<file path="src/rtl/csq_pkg.sv">
package csq_pkg;
  parameter int unsigned CSQ_LANES = 4;
  parameter int unsigned CSQ_DEPTH = 4;
  parameter int unsigned CSQ_W     = 8;

  function automatic int unsigned csq_clog2(input int unsigned v);
    int unsigned r;
    r = 0;
    while ((1 << r) < v) r++;
    return (r == 0) ? 1 : r;
  endfunction
endpackage

</file>
<file path="src/rtl/csq_occupancy.sv">
module csq_occupancy #(
  parameter int unsigned DEPTH = 4,
  localparam int unsigned CW = csq_pkg::csq_clog2(DEPTH + 1),
  localparam int unsigned RW = csq_pkg::csq_clog2(DEPTH)
) (
  input  logic          clk,
  input  logic          rst_n,
  input  logic          any_enq,
  input  logic          head_keep_any,
  output logic          room,
  output logic          push,
  output logic          shift,
  output logic [RW-1:0] wr_row
);
  logic [CW-1:0] count_q, count_d;
  logic          count_en;
  logic [CW-1:0] base;

  always_comb begin
    room     = (count_q < CW'(DEPTH));
    push     = room && any_enq;
    shift    = (count_q != '0) && !head_keep_any;
    base     = count_q - (shift ? CW'(1) : CW'(0));
    wr_row   = RW'(base);
    count_en = push || shift;
    count_d  = base + (push ? CW'(1) : CW'(0));
  end

  always_ff @(posedge clk or negedge rst_n) begin
    if (!rst_n)        count_q <= '0;
    else if (count_en) count_q <= count_d;
  end

  assert_bound_R6: assert property (@(posedge clk) disable iff (!rst_n)
    count_q <= CW'(DEPTH));

  assert_shift_drop_R5: assert property (@(posedge clk) disable iff (!rst_n)
    (shift && !push) |=> (count_q == $past(count_q) - CW'(1)));

  assert_stream_R7: assert property (@(posedge clk) disable iff (!rst_n)
    (shift && push) |=> $stable(count_q));
endmodule

</file>
<file path="src/rtl/csq_lane.sv">
module csq_lane #(
  parameter int unsigned DEPTH = 4,
  parameter int unsigned W     = 8,
  localparam int unsigned RW = csq_pkg::csq_clog2(DEPTH)
) (
  input  logic             clk,
  input  logic             rst_n,
  input  logic             shift,
  input  logic             push,
  input  logic [RW-1:0]    wr_row,
  input  logic             enq_valid,
  input  logic [W-1:0]     enq_data,
  input  logic             inv_valid,
  input  logic [DEPTH-1:0] inv_row,
  input  logic             coal,
  input  logic             deq_ready,
  output logic             deq_valid,
  output logic [W-1:0]     deq_data,
  output logic             head_keep
);
  logic [DEPTH-1:0] vld_q, vld_d, vld_mid;
  logic [W-1:0]     dat_q [DEPTH];
  logic [W-1:0]     dat_d [DEPTH];
  logic [DEPTH-1:0] dat_en;
  logic             fire;

  always_comb begin
    deq_valid = vld_q[0] && !coal;
    deq_data  = dat_q[0];
    fire      = deq_valid && deq_ready;
    for (int d = 0; d < DEPTH; d++) begin
      vld_mid[d] = vld_q[d] && !(inv_valid && inv_row[d]) && !((d == 0) && fire);
    end
    head_keep = vld_mid[0];
  end

  for (genvar d = 0; d < DEPTH; d++) begin : g_slot
    logic wr_here;
    logic up_v;
    logic [W-1:0] up_dat;
    if (d < DEPTH - 1) begin : g_mid
      assign up_v   = vld_mid[d+1];
      assign up_dat = dat_q[d+1];
    end else begin : g_top
      assign up_v   = 1'b0;
      assign up_dat = dat_q[d];
    end
    assign wr_here = push && (wr_row == RW'(d));

    always_comb begin
      vld_d[d] = shift ? up_v : vld_mid[d];
      dat_d[d] = shift ? up_dat : dat_q[d];
      dat_en[d] = shift;
      if (wr_here) begin
        vld_d[d] = enq_valid;
        if (enq_valid) begin
          dat_d[d]  = enq_data;
          dat_en[d] = 1'b1;
        end
      end
    end

    always_ff @(posedge clk or negedge rst_n) begin
      if (!rst_n)         dat_q[d] <= '0;
      else if (dat_en[d]) dat_q[d] <= dat_d[d];
    end
  end

  always_ff @(posedge clk or negedge rst_n) begin
    if (!rst_n) vld_q <= '0;
    else        vld_q <= vld_d;
  end

  assert_fire_clears_R4: assert property (@(posedge clk) disable iff (!rst_n)
    (fire && !shift) |=> !vld_q[0]);

  assert_claimed_held_R3: assert property (@(posedge clk) disable iff (!rst_n)
    (vld_q[0] && coal && !(inv_valid && inv_row[0])) |=> vld_q[0]);
endmodule

</file>
<file path="src/rtl/coal_shift_queue.sv">
module coal_shift_queue #(
  parameter int unsigned LANES = csq_pkg::CSQ_LANES,
  parameter int unsigned DEPTH = csq_pkg::CSQ_DEPTH,
  parameter int unsigned W     = csq_pkg::CSQ_W,
  localparam int unsigned RW = csq_pkg::csq_clog2(DEPTH)
) (
  input  logic                   clk,
  input  logic                   rst_n,
  input  logic [LANES-1:0]       enq_valid,
  input  logic [LANES*W-1:0]     enq_data,
  output logic [LANES-1:0]       enq_ready,
  output logic [LANES-1:0]       deq_valid,
  output logic [LANES*W-1:0]     deq_data,
  input  logic [LANES-1:0]       deq_ready,
  input  logic [LANES-1:0]       coalescable,
  input  logic                   inv_valid,
  input  logic [LANES*DEPTH-1:0] inv_mask
);
  logic [LANES-1:0] head_keep;
  logic             room, push, shift;
  logic [RW-1:0]    wr_row;

  csq_occupancy #(.DEPTH(DEPTH)) u_occ (
    .clk(clk), .rst_n(rst_n),
    .any_enq(|enq_valid), .head_keep_any(|head_keep),
    .room(room), .push(push), .shift(shift), .wr_row(wr_row)
  );

  assign enq_ready = {LANES{room}};

  for (genvar l = 0; l < LANES; l++) begin : g_lane
    csq_lane #(.DEPTH(DEPTH), .W(W)) u_lane (
      .clk(clk), .rst_n(rst_n),
      .shift(shift), .push(push), .wr_row(wr_row),
      .enq_valid(enq_valid[l]), .enq_data(enq_data[l*W +: W]),
      .inv_valid(inv_valid), .inv_row(inv_mask[l*DEPTH +: DEPTH]),
      .coal(coalescable[l]), .deq_ready(deq_ready[l]),
      .deq_valid(deq_valid[l]), .deq_data(deq_data[l*W +: W]),
      .head_keep(head_keep[l])
    );
  end

  assert_claimed_hidden_R2: assert property (@(posedge clk) disable iff (!rst_n)
    (&coalescable) |-> (deq_valid == '0));

  assert_full_backpressure_R6: assert property (@(posedge clk) disable iff (!rst_n)
    (!room && !shift) |=> !room);
endmodule

</file>
<file path="config.mk">
export PLATFORM = sky130hd
export DESIGN_NAME = coal_shift_queue
export DESIGN_NICKNAME = d
export VERILOG_FILES = /design/src/rtl/csq_pkg.sv /design/src/rtl/csq_occupancy.sv /design/src/rtl/csq_lane.sv /design/src/rtl/coal_shift_queue.sv
export SDC_FILE = /design/constraint.sdc
export NUM_CORES = 1
export LEC_CHECK = 0
export ABC_AREA = 1
export BUFFER_PORTS_ARGS = -buffer_cell sky130_fd_sc_hd__buf_4
export CAP_MARGIN = 20
export CORE_UTILIZATION = 53
export CTS_CLUSTER_DIAMETER = 200
export DETAILED_ROUTE_END_ITERATION = 16
export PLACE_DENSITY_LB_ADDON = 0.25
export SLEW_MARGIN = 15
export SYNTH_ARGS = -nofsm -noshare
export SYNTH_HDL_FRONTEND = slang
export SYNTH_SLANG_ARGS = --single-unit
</file>
<file path="constraint.sdc">
create_clock -name clk -period 2.71 [get_ports clk]
set_input_delay 0.271 -clock clk [delete_from_list [all_inputs] [get_ports clk]]
set_output_delay 0.271 -clock clk [all_outputs]
set_load 0.1 [all_outputs]
</file>
======== After elaboration in Yosys (flattened, before gate mapping) ========
Cells that the tools add are included.
operators by class
  add/subtract/negate cells ............... 2
  magnitude comparators ................... 1
  eq/ne operators ......................... 3
  multiplexer cells ....................... 90
  reduce and logical (&&, ||, !) cells .... 84
operators by type and width
  cell                                                  count
  two-way mux 8 bit                                     36
  two-way mux 1 bit                                     54
  logical AND 1 bit                                     50
  logical NOT 1 bit                                     25
  AND reduction 3 bit                                   4
  OR reduction 4 bit                                    2
  equality test 2 bit (second input constant)           2
  adder 3 bit                                           1
  < comparator 3 bit (second input constant)            1
  nonzero test 3 bit                                    1
  subtractor 3 bit                                      1
  equality test 2 x 1 -> 1 bit (second input constant)  1
  logical NOT 2 bit                                     1
  logical OR 1 bit                                      1
storage, ports and cells
  flip-flop bits (word level) ............. 147
  input bits .............................. 63
  logic and storage cells ................. 201

======== Logic depth before layout (Yosys ltp) ========
Gate-level depths: netlist (run 1).
  depth after elaboration ................. 14
  depth in mapped cells ................... 16

======== By module ========
Synthesis (run 1) repeated with hierarchy kept, for this count alone.
second synthesis, totals
  cells, all modules ...................... 946
  area total of the unflattened synthesis .. 7808.7 sq um
modules (own cells, without submodules)
  module            times used  cells each  area each (sq um)
  csq_lane          4           225         1870.5
  csq_occupancy     1           36          274.0
  coal_shift_queue  1           10          52.6

======== Worst setup path after synthesis (run 1) ========
Ideal clock, no wire load.
  path kind ............................... input to register
  start point ............................. in inv_valid
  end point ............................... reg g_lane[2].u_lane.dat_q (netlist bit g_lane[2].u_lane.g_slot[2].up_dat[0])
  library setup time ...................... 0.126 ns
  arrival time ............................ 2.565 ns
  required time ........................... 2.584 ns
  path slack .............................. 0.019 ns
  stages on the path ...................... 15
  buffers on the path ..................... 3
  cell sequence ........................... buf_2 nand2_1 nand2_1 nor2_1 nor2_4 nand2_2 buf_4 inv_1 ha_1 ha_1 nor2_1 nand3_2 nor2_1 buf_2 o21ai_0
between the ends
  longest elaborated chain between the ends .. 13
  elaborated cells on any way between the ends .. 26
  classes of those cells .................. 1 x add/sub; 1 x eq/ne; 3 x mux; 21 x reduce/logical
RTL lines
  what                                    line                    text
  from (decl)                             coal_shift_queue.sv:16  input logic inv_valid,
  logical AND 1 bit                       csq_lane.sv:32          vld_mid[d] = vld_q[d] && !(inv_valid && inv_row[d]) && !((d == 0) && fire);
  logical NOT 1 bit                       csq_lane.sv:32
  logical AND 1 bit (2 in series)         csq_lane.sv:32
  OR reduction 4 bit *                    coal_shift_queue.sv:25  .any_enq(|enq_valid), .head_keep_any(|head_keep),
  logical NOT 1 bit *                     csq_occupancy.sv:22     shift = (count_q != '0) && !head_keep_any;
  logical AND 1 bit *                     csq_occupancy.sv:22
  two-way mux 1 bit                       csq_occupancy.sv:23     base = count_q - (shift ? CW'(1) : CW'(0));
  subtractor 3 bit                        csq_occupancy.sv:23
  equality test 2 bit                     csq_lane.sv:48          assign wr_here = push && (wr_row == RW'(d));
  logical AND 1 bit                       csq_lane.sv:48
  two-way mux 1 bit                       csq_lane.sv:54          if (wr_here) begin
  AND reduction 3 bit (no source line) *  --
  to (signal, indexed assignment)         csq_lane.sv:65          else if (dat_en[d]) dat_q[d] <= dat_d[d];
  to (decl)                               csq_lane.sv:22          logic [W-1:0] dat_q [DEPTH];
Every way passes the cells marked *; elsewhere a longest branch is shown, timed or not.
A chain may end at the register's enable or synchronous reset.

======== Worst setup path in the final report (run 1) ========
  start point ............................. reg u_occ.count_q[2]
  end point ............................... reg g_lane[2].u_lane.dat_q (netlist bit g_lane[2].u_lane.deq_data[0])
between the ends
  longest elaborated chain between the ends .. 7
  elaborated cells on any way between the ends .. 13
  classes of those cells .................. 1 x add/sub; 1 x order compare; 6 x mux; 5 x reduce/logical
RTL lines
  what                                                    line                 text
  from (decl)                                             csq_occupancy.sv:15  logic [CW-1:0] count_q, count_d;
  from (signal assigned)                                  csq_occupancy.sv:31  else if (count_en) count_q <= count_d;
  nonzero test 3 bit                                      csq_occupancy.sv:22
  logical AND 1 bit                                       csq_occupancy.sv:22
  two-way mux 1 bit                                       csq_occupancy.sv:23
  subtractor 3 bit                                        csq_occupancy.sv:23
  logical NOT 2 bit                                       csq_lane.sv:48
  logical AND 1 bit                                       csq_lane.sv:48
  two-way mux 8 bit or two-way mux 1 bit (tied branches)  csq_lane.sv:54
Several ways; a longest one is shown, not always the timed one.

==> impl_metrics.env, run 1 <==
export IMPL_async_flop_share=1.00
export IMPL_grt_pass1_vias=6487
export IMPL_hold_path_depth=3
export IMPL_numCtsBuffers=17
export IMPL_skew_ns=0.00489
export IMPL_fin_crit_ns=2.51
export IMPL_fmax_mhz=398
export IMPL_start_kind="flop"
export IMPL_route_met2_wl_um=9110
export IMPL_std_cell_rows=43
export IMPL_status="finished clean"
export IMPL_cp_required_ns=3.03
export IMPL_met1Wirelength_um=8190
export IMPL_route_detailed_drc=0
export IMPL_finalCritPeriodShare=0.928
export IMPL_ys_ff_latch=147
export IMPL_grt_max_degree=109
export IMPL_dr_pass1_iters=6
export IMPL_synth_yosys_seq_area_share=0.476
export IMPL_path_clk_slew_ns=0.06
export IMPL_core_area_mm2=0.0140
export IMPL_ant_nets=0
export IMPL_top_layer_used="met4"
export IMPL_ctsLongestPathBuffers=2
export IMPL_drive_gt1_frac=0.157
export IMPL_overflow=0
export IMPL_fp_dieH_um=123
export IMPL_antenna_found_initial=0
export IMPL_cts_root_buf="clkbuf_16"
export IMPL_avgSynthCellArea_um2=7.23
export IMPL_placed_area_mm2=0.00859
export IMPL_wl_um=18700
export IMPL_ios=103
export IMPL_area_growth_syn_to_layout_pct=19.7
export IMPL_grt_pass1_wl_um=30800
export IMPL_synth_edf_count=0
export IMPL_clk_insertion_delay_late_ns=0.43
export IMPL_yosysWarnings=0
export IMPL_cp_slowest_cell="dfrtp_1"
export IMPL_hold_violations=0
export IMPL_antenna_cells=0
export IMPL_hpwl_um=11700
export IMPL_worstMarginPinSlew_ns=1.17
export IMPL_relSlewSlack=0.219
export IMPL_critPathMaxFanout=10
export IMPL_floorplan_initialDensity=0.550
export IMPL_die_w_um=123
export IMPL_path_class="flop to flop"
export IMPL_first_iter_violations=523
export IMPL_cts_tree="built"
export IMPL_syn_inst=1068
export IMPL_yosysUniqueCellTypes=24
export IMPL_fin_area_mm2=0.00925
export IMPL_fin_nets=1220
export IMPL_track_usage=0.261
export IMPL_path_common_cell="nand2_1"
export IMPL_slew_violations=0
export IMPL_dieArea_mm2=0.0151
export IMPL_yosys_most_used_dff="dfrtp_1"
export IMPL_wl_per_cell_um=13.9
export IMPL_place_congestion=0.816
export IMPL_setup_viol=0
export IMPL_end_kind="flop"
export IMPL_vias=6965
export IMPL_cts_max_level=4
export IMPL_crit_path_cell_trace="inv_2 > nand3_1 > nand2_1 > nor2_4 > nand2_4 > inv_1 > ha_1 > ha_1 > nand2_1 > clkinv_1 > nand3_2 > inv_2 > nand2_1 > nand2_1"
export IMPL_routed_via_density=5.17
export IMPL_max_stage_delay_ns=0.43
export IMPL_io_buffers=102
export IMPL_synth_nets=1134
export IMPL_cts_sink_count=147
export IMPL_dr_wl_met3_um=1010
export IMPL_hold_class="input port to flop"
export IMPL_reg2reg_depth=14
export IMPL_rsz0062_at_grt="true"
export IMPL_netlist_area_mm2=0.00772
export IMPL_arrival_ns=2.83
export IMPL_maxCapViolations=0
==> sequential cells by signal (all words and copies together) (netlist names) <==
register / cells
g_lane.u_lane.deq_data: 32
g_lane.u_lane.vld_q: 16
u_occ.count_q: 3
g_lane.u_lane.g_slot.up_dat: 96
==> cell usage in the layout, fill, tap and decap left out, types with 2 or more instances in the layout <==
cell / instances
clkbuf_16: 17
inv_2: 10
inv_4: 4
clkbuf_1: 3
ha_1: 3
inv_1: 164
bufinv_16: 2
clkinv_2: 7
o21ai_0: 26
nand3_1: 218
nand3_4: 7
dfrtp_1: 147
nor2_1: 16
nor2_2: 3
o21ai_1: 13
nor2_4: 2
buf_16: 2
xnor2_1: 2
nand3_2: 7
buf_12: 2
buf_4: 113
nand2_1: 390
==> Yosys cell counts (9+ instances only) <==
cell type    n  share of area
buf_2       11         0.0071
buf_4       12          0.012
clkbuf_1    26          0.013
dfrtp_1    147           0.48
inv_1      164          0.080
inv_2       14         0.0068
nand2_1    390           0.19
nand3_1    218           0.14
nand3_2      9          0.012
nor2_1      18         0.0087
o21ai_0     26          0.017
o21ai_1     13         0.0084
==> cell families after synthesis <==
family,count (synthesis),synth area share
adders and majority gates,3,0.00486
DFF,147,0.476
buffers and inverters,231,0.121
AOI/OAI and AO/OA,40,0.0274
xor gates and xnor gates,2,0.00227
and+or+nand+nor,645,0.368
==> critical path, delay by kind of cell (launching register included) <==
family	cells	cell delay, ns
flip-flops	1	0.43
buffers and inverters	4	0.58
AND/OR/NAND/NOR	8	0.87
adder cells (fa/ha/maj)	2	0.52
==> cell type report <==
class	instances	area, um2
flip-flops and latches	147	3680
well taps	180	225
clock buffers	21	450
multi-input cells	690	3140
clock inverters	11	111
inverters	179	682
repair buffers	119	965
fillers	1207	4790
==> layer usage <==
metal  vias up  GRT usage
li1       3459          -
met1      3253      0.345
met2       219      0.435
met3        34     0.0479
met4         0     0.0831
met5         -          0
==> path summary, 6_finish.rpt <==
check,to,start,slack [ns]
max,g_lane[2].u_lane.deq_data[0],u_occ.count_q[2],0.20
min,g_lane[3].u_lane.g_slot[0].up_dat[1],enq_data[25],0.07
max reg2reg,g_lane[2].u_lane.deq_data[0],u_occ.count_q[2],0.20
min reg2reg,g_lane[0].u_lane.g_slot[2].up_dat[3],g_lane[0].u_lane.g_slot[2].up_dat[3],0.49
max in group asynchronous,g_lane[2].u_lane.g_slot[0].up_dat[7],rst_n,1.61
min in group asynchronous,g_lane[0].u_lane.vld_q[1],rst_n,0.43
==> stage by stage <==
stage               hold WS, ns  cells  utilization  setup WS, ns  setup TNS (ns)
floorplan               -0.0246   1068            -        0.0190               0
global placement          0.332   1312        0.612         0.192               0
detailed placement        0.334   1312        0.612         0.135               0
CTS                      0.0716   1345        0.653         0.137               0
global route             0.0735   1347        0.659      -0.00637         -0.0148
finish                   0.0718   1347        0.659         0.196               0
==> timing repair <==
action | 4_1_cts | 5_1_grt
hold buffers | 1 | 0
gates resized for setup | 0 | 8
buffers inserted | 0 | 0
setup endpoints to repair | 0 | 41
hold endpoints to repair | 64 | 0
Power of run 1 is not shown: default switching activity piles up to over one toggle a cycle in this logic, so the estimate is an artifact.
==> inputs of run 2 (changes only) <==
--- a/config.mk
+++ b/config.mk
@@ -8,7 +8,9 @@
 export ABC_AREA = 1
 export BUFFER_PORTS_ARGS = -buffer_cell sky130_fd_sc_hd__buf_4
 export CAP_MARGIN = 20
-export CORE_UTILIZATION = 53
+export CELL_PAD_IN_SITES_DETAIL_PLACEMENT = 0
+export CELL_PAD_IN_SITES_GLOBAL_PLACEMENT = 1
+export CORE_UTILIZATION = 38
 export CTS_CLUSTER_DIAMETER = 200
 export DETAILED_ROUTE_END_ITERATION = 16
 export PLACE_DENSITY_LB_ADDON = 0.25
==> run 2 against run 1 <==
- sequential share of layout area fell by 0.46 points
- critical path depth did not move
- hold slack improved by 0.0050 ns
- maximum frequency fell by 0.30%
- first-iteration DRC count fell by 35%
- design area rose by 1.2%
- sequential cell count did not move
- cell count rose by 6.2%
==> impl_metrics.env, run 2 (synthesized netlist as in run 1, its figures left out) <==
export IMPL_route_detailed_drc=0
export IMPL_fill_cells=2049
export IMPL_rsz0062_at_grt="true"
export IMPL_fin_area_mm2=0.00936
export IMPL_grt_pass1_vias=6489
export IMPL_ant_nets=0
export IMPL_finalCritPeriodShare=0.931
export IMPL_first_iter_violations=342
export IMPL_mostFrequentLayoutCells="390 x nand2_1, 218 x nand3_1, 164 x inv_1, 147 x dfrtp_1, 113 x buf_4"
export IMPL_crit_path_cell_trace="inv_2 > nand3_1 > nand2_1 > nor2_4 > nand2_4 > inv_1 > ha_1 > ha_1 > nand2_1 > clkinv_1 > nand3_2 > inv_2 > nand2_1 > nand2_1"
export IMPL_place_congestion=0.759
export IMPL_die_w_um=145
export IMPL_hold_violations=0
export IMPL_skew_ns=0.00904
export IMPL_cp_startpoint="u_occ.count_q[2]"
export IMPL_status="finished clean"
export IMPL_area_growth_syn_to_layout_pct=21.1
export IMPL_start_kind="flop"
export IMPL_dieArea_mm2=0.0209
export IMPL_path_common_cell="nand2_1"
export IMPL_grt_max_degree=109
export IMPL_wl_um=19600
export IMPL_setup_viol=0
export IMPL_cp_slowest_cell="dfrtp_1"
export IMPL_cts_max_level=4
export IMPL_hpwl_um=12600
export IMPL_cp_required_ns=3.02
export IMPL_wl_per_cell_um=13.7
export IMPL_floorplan_initialDensity=0.392
export IMPL_cts_root_buf="clkbuf_16"
export IMPL_vias=6620
export IMPL_multiInputGateArea_mm2=0.00313
export IMPL_antenna_found_initial=0
export IMPL_drive_gt1_frac=0.155
export IMPL_numCtsBuffers=17
export IMPL_grtUsageMet1=0.273
export IMPL_setup_tns_final_ns=0
export IMPL_routed_via_density=4.63
export IMPL_regArea_mm2=0.00368
export IMPL_clk_insertion_delay_late_ns=0.43
export IMPL_grt_most_used_layer="met2"
export IMPL_grt_util_met2=0.334
export IMPL_rr_startpoint="u_occ.count_q[2]"
export IMPL_postCtsSetupRepairBufs=0
export IMPL_fp_dieH_um=145
export IMPL_std_cell_rows=51
export IMPL_max_stage_delay_ns=0.43
export IMPL_grt_pass1_wl_um=32800
export IMPL_dr_pass1_iters=5
export IMPL_cts_tree="built"
export IMPL_hold_ws_ns=0.0769
export IMPL_hold_class="input port to flop"
export IMPL_largest_reg_flops=96
export IMPL_arrival_ns=2.83
export IMPL_path_clk_slew_ns=0.06
export IMPL_fin_nets=1219
export IMPL_maxCapViolations=0
export IMPL_gr_usage_met3=0.0331
export IMPL_final_common_cell="nand2_1"
export IMPL_relSlewSlack=0.435
export IMPL_worstMarginPinSlew_ns=0.847
export IMPL_io_buffers=102
export IMPL_end_kind="flop"
export IMPL_track_usage=0.203
export IMPL_ios=103
export IMPL_path_class="flop to flop"
export IMPL_critPathMaxFanout=10
export IMPL_antenna_cells=0
export IMPL_fin_crit_ns=2.52
export IMPL_placed_area_mm2=0.00872
export IMPL_slew_violations=0
export IMPL_fmax_mhz=396
export IMPL_overflow=0
export IMPL_min_from="enq_data[7]"
export IMPL_cts_sink_count=147
export IMPL_ctsLongestPathBuffers=2
export IMPL_core_area_mm2=0.0197
run 2: changes by cell type in the layout (fill, tap and decap cells not counted), sizes merged:
cell,before,now
buf,118,117
clkinvlp,1,0
inv,178,179
clkinv,9,5
clkbuf,21,22
bufinv,2,4
run 2: final timing paths:
path / to / slack [ns] / depth (start not counted)
setup / recovery: g_lane[1].u_lane.deq_data[1] / 0.19 / 14
hold / removal: g_lane[0].u_lane.g_slot[1].up_dat[7] / 0.08 / 3
setup reg to reg: g_lane[1].u_lane.deq_data[1] / 0.19 / 14
hold reg to reg: g_lane[0].u_lane.g_slot[2].up_dat[3] / 0.49 / 2
max in group asynchronous: g_lane[1].u_lane.deq_data[3] / 1.55 / 3
min in group asynchronous: g_lane[3].u_lane.vld_q[0] / 0.41 / 2
run 2: layer usage:
metal  part of all wire  vias to the layer above
met5                  0                        -
met4             0.0092                        0
met3              0.034                       13
met2               0.48                      108
met1               0.48                     3050
li1                   -                     3449
run 2: final cells by class:
cell class	instances	area share
multi-input combinational	690	0.334
clock inverter	9	0.0163
clock buffer	22	0.0496
timing repair buffer	118	0.0993
sequential	147	0.393
tap	265	0.0354
inverter	179	0.0721
run 2: worst max-delay path, delay by kind of cell (launching register included):
kind | cells | cell delay (ns)
adders and majority gates | 2 | 0.51
and+or+nand+nor | 8 | 0.89
DFF | 1 | 0.43
buffers and inverters | 4 | 0.58
run 2: repair_timing:
action / 4_1_cts / 5_1_grt
gates resized for setup: 0 / 3
hold endpoints to repair: 61 / 0
setup endpoints to repair: 0 / 17
hold buffers: 1 / 0
run 2: metrics by stage:
step / setup WS [ns] / utilization / cells
after floorplan: 0.0190 / - / 1068
after global placement: 0.185 / 0.442 / 1398
after detailed placement: 0.135 / 0.442 / 1398
after CTS: 0.188 / 0.474 / 1430
after global routing: -0.0158 / 0.475 / 1430
final: 0.188 / 0.475 / 1430
Power of run 2 is left out for the same reason.
